===== src/rtl/imod_pkg.sv =====
package imod_pkg;

    localparam int ADDR_W     = 2;
    localparam int NUM_TIMERS = 2;
    localparam int TMR_IDLE   = 1;

    // control register bit positions
    localparam int CTL_EN_BIT   = 0;
    localparam int CTL_CLR_BIT  = 1;
    localparam int CTL_TICK_BIT = 2;

    typedef struct packed {
        logic enable;
        logic tick_sel;
    } tmr_ctl_t;

    // each timer owns a control/threshold pair: ctl at 2*i, threshold at 2*i+1
    function automatic logic [ADDR_W-1:0] ctl_addr(input int idx);
        return ADDR_W'(2 * idx);
    endfunction

    function automatic logic [ADDR_W-1:0] thr_addr(input int idx);
        return ADDR_W'(2 * idx + 1);
    endfunction

endpackage


===== src/rtl/imod_regs.sv =====
module imod_regs
    import imod_pkg::*;
#(
    parameter int THR_W = 16
) (
    input  logic                                 clk,
    input  logic                                 rst,
    input  logic                                 wr_en,
    input  logic [ADDR_W-1:0]                    wr_addr,
    input  logic [THR_W-1:0]                     wr_data,
    output tmr_ctl_t [NUM_TIMERS-1:0]            ctl_o,
    output logic [NUM_TIMERS-1:0][THR_W-1:0]     thr_o,
    output logic [NUM_TIMERS-1:0]                clr_o
);

    for (genvar i = 0; i < NUM_TIMERS; i++) begin : g_reg
        localparam logic [ADDR_W-1:0] A_CTL = ctl_addr(i);
        localparam logic [ADDR_W-1:0] A_THR = thr_addr(i);

        tmr_ctl_t         ctl_q;
        logic [THR_W-1:0] thr_q;
        logic             ctl_wr;
        logic             thr_wr;

        assign ctl_wr = wr_en && (wr_addr == A_CTL);
        assign thr_wr = wr_en && (wr_addr == A_THR);

        always_ff @(posedge clk) begin
            if (rst) begin
                ctl_q <= '0;
                thr_q <= '0;
            end else begin
                if (ctl_wr) begin
                    ctl_q.enable   <= wr_data[CTL_EN_BIT] & ~wr_data[CTL_CLR_BIT];
                    ctl_q.tick_sel <= wr_data[CTL_TICK_BIT];
                end
                if (thr_wr) begin
                    thr_q <= wr_data;
                end
            end
        end

        assign ctl_o[i] = ctl_q;
        assign thr_o[i] = thr_q;
        assign clr_o[i] = ctl_wr & wr_data[CTL_CLR_BIT];

        AST_CLR_DISABLES: assert property (@(posedge clk) disable iff (rst)
            (wr_en && wr_addr == A_CTL && wr_data[CTL_CLR_BIT]) |=> !ctl_o[i].enable);
    end

endmodule


===== src/rtl/imod_counter.sv =====
module imod_counter #(
    parameter int THR_W        = 16,
    parameter bit RESTART_EACH = 1'b0
) (
    input  logic             clk,
    input  logic             rst,
    input  logic             enable,
    input  logic             tick_sel,
    input  logic             us_tick,
    input  logic             clr,
    input  logic [THR_W-1:0] thr,
    input  logic             cmpl,
    input  logic             pending,
    input  logic             flush,
    output logic             hit
);

    localparam logic [THR_W-1:0] CNT_MAX = '1;

    logic [THR_W-1:0] cnt_q;
    logic             advance;
    logic             restart;
    logic             wipe;

    assign advance = tick_sel ? us_tick : 1'b1;
    // idle flavour reloads on every completion, burst flavour only when a window opens
    assign restart = RESTART_EACH ? cmpl : (cmpl && !pending);
    assign wipe    = clr || flush || !enable;

    always_ff @(posedge clk) begin
        if (rst || wipe) begin
            cnt_q <= '0;
        end else if (restart) begin
            cnt_q <= '0;
        end else if (pending && advance && (cnt_q != CNT_MAX)) begin
            cnt_q <= cnt_q + 1'b1;
        end
    end

    assign hit = enable && ((pending && (cnt_q >= thr)) || (cmpl && (thr == '0)));

    AST_NO_OVERFLOW: assert property (@(posedge clk) disable iff (rst)
        (cnt_q == CNT_MAX) |=> (cnt_q == CNT_MAX || cnt_q == '0));
    AST_WIPE_ZERO: assert property (@(posedge clk) disable iff (rst)
        (clr || flush) |=> (cnt_q == '0));
    AST_TICK_HOLD: assert property (@(posedge clk) disable iff (rst)
        (enable && tick_sel && !us_tick && !restart && !wipe) |=> $stable(cnt_q));

    if (RESTART_EACH) begin : g_idle_chk
        AST_IDLE_RELOAD: assert property (@(posedge clk) disable iff (rst)
            (cmpl && enable) |=> (cnt_q == '0));
    end else begin : g_burst_chk
        AST_BURST_KEEPS: assert property (@(posedge clk) disable iff (rst)
            (enable && pending && cmpl && !flush && !clr && !tick_sel && cnt_q != CNT_MAX)
            |=> (cnt_q == $past(cnt_q) + 1'b1));
    end

endmodule


===== src/rtl/imod_fire.sv =====
module imod_fire
    import imod_pkg::*;
(
    input  logic                  clk,
    input  logic                  rst,
    input  logic                  cmpl,
    input  logic                  any_en,
    input  logic [NUM_TIMERS-1:0] hit,
    output logic                  pending,
    output logic                  fire,
    output logic                  irq
);

    logic pending_q;
    logic irq_q;

    assign fire = any_en ? (|hit) : cmpl;

    always_ff @(posedge clk) begin
        if (rst) begin
            pending_q <= 1'b0;
            irq_q     <= 1'b0;
        end else begin
            pending_q <= any_en && !fire && (pending_q || cmpl);
            irq_q     <= fire;
        end
    end

    assign pending = pending_q;
    assign irq     = irq_q;

    AST_PASS_THROUGH: assert property (@(posedge clk) disable iff (rst)
        (!any_en && cmpl) |=> irq);
    AST_FIRE_CLOSES: assert property (@(posedge clk) disable iff (rst)
        irq |-> !pending_q);
    AST_NO_SPURIOUS: assert property (@(posedge clk) disable iff (rst)
        irq |-> $past(cmpl || pending_q));
    AST_DROP_WINDOW: assert property (@(posedge clk) disable iff (rst)
        !any_en |=> !pending_q);

endmodule


===== src/rtl/imod_timer.sv =====
module imod_timer
    import imod_pkg::*;
#(
    parameter int THR_W = 16
) (
    input  logic              clk,
    input  logic              rst,
    input  logic              cmpl_i,
    input  logic              us_tick_i,
    input  logic              wr_en_i,
    input  logic [1:0]        wr_addr_i,
    input  logic [THR_W-1:0]  wr_data_i,
    output logic              irq_o
);

    tmr_ctl_t [NUM_TIMERS-1:0]        ctl;
    logic [NUM_TIMERS-1:0][THR_W-1:0] thr;
    logic [NUM_TIMERS-1:0]            clr;
    logic [NUM_TIMERS-1:0]            hit;
    logic                             any_en;
    logic                             pending;
    logic                             fire;

    imod_regs #(.THR_W(THR_W)) u_regs (
        .clk     (clk),
        .rst     (rst),
        .wr_en   (wr_en_i),
        .wr_addr (wr_addr_i),
        .wr_data (wr_data_i),
        .ctl_o   (ctl),
        .thr_o   (thr),
        .clr_o   (clr)
    );

    always_comb begin
        any_en = 1'b0;
        for (int k = 0; k < NUM_TIMERS; k++) begin
            any_en = any_en | ctl[k].enable;
        end
    end

    for (genvar i = 0; i < NUM_TIMERS; i++) begin : g_tmr
        imod_counter #(
            .THR_W        (THR_W),
            .RESTART_EACH ((i == TMR_IDLE) ? 1'b1 : 1'b0)
        ) u_cnt (
            .clk      (clk),
            .rst      (rst),
            .enable   (ctl[i].enable),
            .tick_sel (ctl[i].tick_sel),
            .us_tick  (us_tick_i),
            .clr      (clr[i]),
            .thr      (thr[i]),
            .cmpl     (cmpl_i),
            .pending  (pending),
            .flush    (fire),
            .hit      (hit[i])
        );
    end

    imod_fire u_fire (
        .clk     (clk),
        .rst     (rst),
        .cmpl    (cmpl_i),
        .any_en  (any_en),
        .hit     (hit),
        .pending (pending),
        .fire    (fire),
        .irq     (irq_o)
    );

endmodule


===== config.mk =====
export PLATFORM = sky130hd
export DESIGN_NAME = imod_timer
export DESIGN_NICKNAME = d
export VERILOG_FILES = /design/src/rtl/imod_pkg.sv /design/src/rtl/imod_regs.sv /design/src/rtl/imod_counter.sv /design/src/rtl/imod_fire.sv /design/src/rtl/imod_timer.sv
export SDC_FILE = /design/constraint.sdc
export NUM_CORES = 1
export LEC_CHECK = 0
export BUFFER_PORTS_ARGS = -buffer_cell sky130_fd_sc_hd__buf_2
export CAP_MARGIN = 10
export CORE_MARGIN = 2
export CORE_UTILIZATION = 50
export CTS_CLUSTER_DIAMETER = 60
export DETAILED_ROUTE_END_ITERATION = 10
export PLACE_DENSITY = 0.72
export SLEW_MARGIN = 20
export SYNTH_ARGS = -nofsm -noshare
export SYNTH_HDL_FRONTEND = slang
export SYNTH_SLANG_ARGS = --single-unit

===== constraint.sdc =====
create_clock -name clk -period 2.13 [get_ports clk]
set_input_delay 0.1065 -clock clk [delete_from_list [all_inputs] [get_ports clk]]
set_output_delay 0.1065 -clock clk [all_outputs]
set_load 0.02 [all_outputs]

==> results.yml <==
clocking:
  clock_path_buffers: 2
  clk_latency_ns: 0.36
  cts.sinks: 70
  root_buffer: "clkbuf_8"
  h-tree-depth: 3
  clkTransAtPathRegs_ns: 0.08
  cts_tree: "built"
  cts_buffers: 9
setup_path:
  cpPeakStageDelay_ns: 0.35
  path_buf_inv: 2
  worst_setup_path_start_kind: "register"
  reg2reg_slack_ns: 0.1
  r2r_start: "g_tmr[0].u_cnt.cnt_q[0]"
  path_cells: "inv_1 > ha_1 > nand2b_1 > a2111oi_4 > nor4_1 > o21ai_2 > nand3_2 > buf_12 > nor3_1"
  cp.arrival_ns: 2.31
  slowest_stage: "a2111oi_4"
  end_kind: "register"
  r2r_cells: 9
  worstSetupPathType: "register to register"
  required_ns: 2.40
  rr_endpoint: "g_tmr[0].u_cnt.cnt_q[13]"
  worstPathMaxFanout: 16
  path_delay_family: "simple AND/OR/NAND/NOR gates"
status:
  status: "finished, final reports clean"
logic_synthesis:
  synth_top_cell_area_share_pct: 36.1
  yosysWarnings: 0
  synth_edf_count: 0
  synth.distinct_cells: 50
  avgSynthCellArea_um2: 8.28
  syn_nets: 526
  syn-cell-area_um2: 3880
  yosys-mux-area-fraction_pct: 1.55
  synth_area_leader_cell: "dfxtp_1"
  synth_top_family_by_area: "simple AND/OR/NAND/NOR gates"
  yosysSeqAreaShare_pct: 36.1
  yosys-top-cells-count: "nand2_1 (83), dfxtp_1 (70), a21oi_1 (45), inv_1 (38), ha_1 (34)"
  synth_fa_ha_area_share_pct: 11.0
  ys.flop_type: "dfxtp_1"
  synth.area.top_cells: "dfxtp_1 (36%), ha_1 (11%), nand2_1 (8.0%), a21oi_1 (5.8%), nor3_1 (3.9%)"
  yosysMostFrequentCell: "nand2_1"
  synthArstFlopShare_pct: 0
  ys_ff_latch: 70
  synth_xor_area_share_pct: 6.31
  synth_cells: 469
  synth-simple-area-share_pct: 27.2
  synth_compound_area_share_pct: 12.3
global_routing:
  grt_overflow_total: 0
  grt_pass1_wl_um: 15300
  antenna_found_initial: 0
  grt_pass1_vias: 3296
  grt_usage_pct: 22.4
  grt_start_max_net_pins: 28
sta:
  setup_tns_ns: 0
  finalHoldViolCount: 0
  worst_pin_slew_ns: 0.600
  clock.fmax_mhz: 492
  setup_viol: 0
  skew_ns: 0.00925
  finalMaxSlewViolations: 0
  grt_setup_unrepaired: "true"
  layout_min_cycle_time_ns: 2.03
  max-slew-margin-rel_pct: 59.9
  period_share_pct: 95.4
cells_and_area:
  area_growth_pct: 22.6
  finalNonFillerCells: 621
  nets: 571
  antennaDiodeCount: 0
  final_layout_size_suffix_gt1_share_pct: 20.6
  fillers: 640
  seqCellArea_um2: 1420
  multi_input_area_um2: 2420
detailed_routing:
  vias: 3326
  drc: 0
  routed_via_density: 5.36
  routed_wl_um: 8940
  postRouteAntennaNets: 0
  drtIter0Drc: 119
  dr.pass1.iters: 4
  wl_per_cell_um: 14.4
floorplan:
  fp.dieArea_um2: 8490
  core_um2: 7610
  io_pins: 24
  die_w_um: 92.1
  row_count: 32
  initial_core_util_pct: 51.1
  chipHeight_um: 92.1
place:
  gp_routability_congestion: 0.849
  dp_hpwl_um: 6230
  placedCellCount: 592
  io_buffers: 23
min_path:
  min-delay-path-class: "input port to register"
  hold_end: "u_regs.g_reg[1].thr_q[6]"
  hold_start: "wr_data_i[6]"
  whs_path_depth: 3
pwr:
  peakVddDrop_mv: 0.337
  power_density_nw_per_um2: 615
  p_leak_nw: 1.66
run:
  drv_cap: 0
## report_power, final
group | internal [W] | switching [W] | leakage [nW]
clock network | 0.000844 | 0.000522 | 0.124
registers | 0.00133 | 0.0000172 | 0.572
logic | 0.0000923 | 0.000120 | 0.967
total | 0.00227 | 0.000659 | 1.66
## state kept, by name (all words and copies together), names as in the netlist
register / count
g_tmr.u_cnt.cnt_q: 32
u_regs.g.thr_q: 32
u_regs.ctl_o: 4
u_fire.irq: 1
u_fire.pending: 1
## placed cells by master (no fill, tap or decap), types with 2 or more instances in the layout
master         instances
o21a_1                 2
dlygate4sd3_1         11
dfxtp_1               58
and3_4                 2
ha_1                  31
dfxtp_2               12
ha_4                   3
nor3b_1                4
o211ai_1               3
clkbuf_1               2
nor2_1                21
nand2_1               83
buf_12                 4
nand3_2                2
a21oi_2                2
a2111oi_4              3
mux2i_1                6
nand3_1               15
xor2_1                11
and4_1                 2
nor4_1                 5
inv_1                 38
nor3_1                24
buf_2                 23
o211a_1                2
a21oi_1               43
o21ai_0                3
and3_1                 3
o21ai_2                2
buf_4                 10
nor4_2                 3
nand4_1               12
a21boi_2               2
clkbuf_8              11
nor2b_1                3
nor3_2                16
o31ai_1                2
nor4b_1                2
xnor2_1               17
bufinv_16              3
## metrics by stage
stage / hold WS, ns / power (W) / cell area (um2) / util, % / setup WS, ns
2_1_floorplan: 0.242 / 0.00149 / 3880 / - / 0.0461
3_3_place_gp: 0.366 / 0.00156 / 4210 / 55.3 / -0.0215
3_5_place_dp: 0.369 / 0.00156 / 4210 / 55.3 / -0.0740
4_1_cts: 0.00507 / 0.00293 / 4570 / 60.1 / 0.00384
5_1_grt: 0.0182 / 0.00303 / 4760 / 62.6 / -0.0372
6_report: 0.0180 / 0.00293 / 4760 / 62.6 / 0.0981
## what timing repair did
item	CTS	global route
endpoints found under the hold margin	16	0
resized for setup	2	32
hold buffers	11	0
endpoints found under the setup margin	34	34
buffers inserted	0	1
gates cloned	0	1
pin swaps	0	10
## how the worst max path moves through the flow
stage / end / from / cells past startpoint / slack [ns]
floorplan: g_tmr[1].u_cnt.cnt_q[10] / g_tmr[1].u_cnt.cnt_q[0] / 9 / 0.05
global placement: u_fire.pending / g_tmr[0].u_cnt.cnt_q[0] / 9 / -0.02
detailed placement: u_fire.pending / g_tmr[0].u_cnt.cnt_q[0] / 9 / -0.07
CTS: g_tmr[1].u_cnt.cnt_q[4] / g_tmr[1].u_cnt.cnt_q[0] / 9 / 0.004
global route: g_tmr[0].u_cnt.cnt_q[4] / g_tmr[0].u_cnt.cnt_q[0] / 9 / -0.04
finish: g_tmr[0].u_cnt.cnt_q[13] / g_tmr[0].u_cnt.cnt_q[0] / 9 / 0.1
## logic make-up after synthesis
logic type               after synthesis
AO/OA/AOI/OAI                         72
buffers and inverters                 54
multiplexers                           6
XOR/XNOR                              28
adder cells (fa/ha/maj)               34
flip-flops                            70
AND/OR/NAND/NOR                      205
## routing by layer
| layer | vias to the layer above | wire length [um] | track usage (%) |
|---|---|---|---|
| met5 | - | 0 | 0 |
| met4 | 0 | 138 | 8.96 |
| met3 | 12 | 246 | 4.52 |
| met2 | 37 | 4500 | 37.7 |
| met1 | 1563 | 4050 | 28.1 |
| li1 | 1714 | - | - |
## layout make-up
class	count	area share [%]
tap	102	2.68
timing repair buffer	49	8.51
multi-input combinational	345	50.8
sequential	70	29.7
inverter	39	3.07
clock inverter	3	1.89
clock buffer	13	3.34
## worst reg2reg max path, cell delays in order (launching register included)
cell	delay [ns]
dfxtp_1	0.33
inv_1	0.05
ha_1	0.27
nand2b_1	0.18
a2111oi_4	0.35
nor4_1	0.11
o21ai_2	0.17
nand3_2	0.12
buf_12	0.17
nor3_1	0.19
Power figures use the tool's default switching activity.
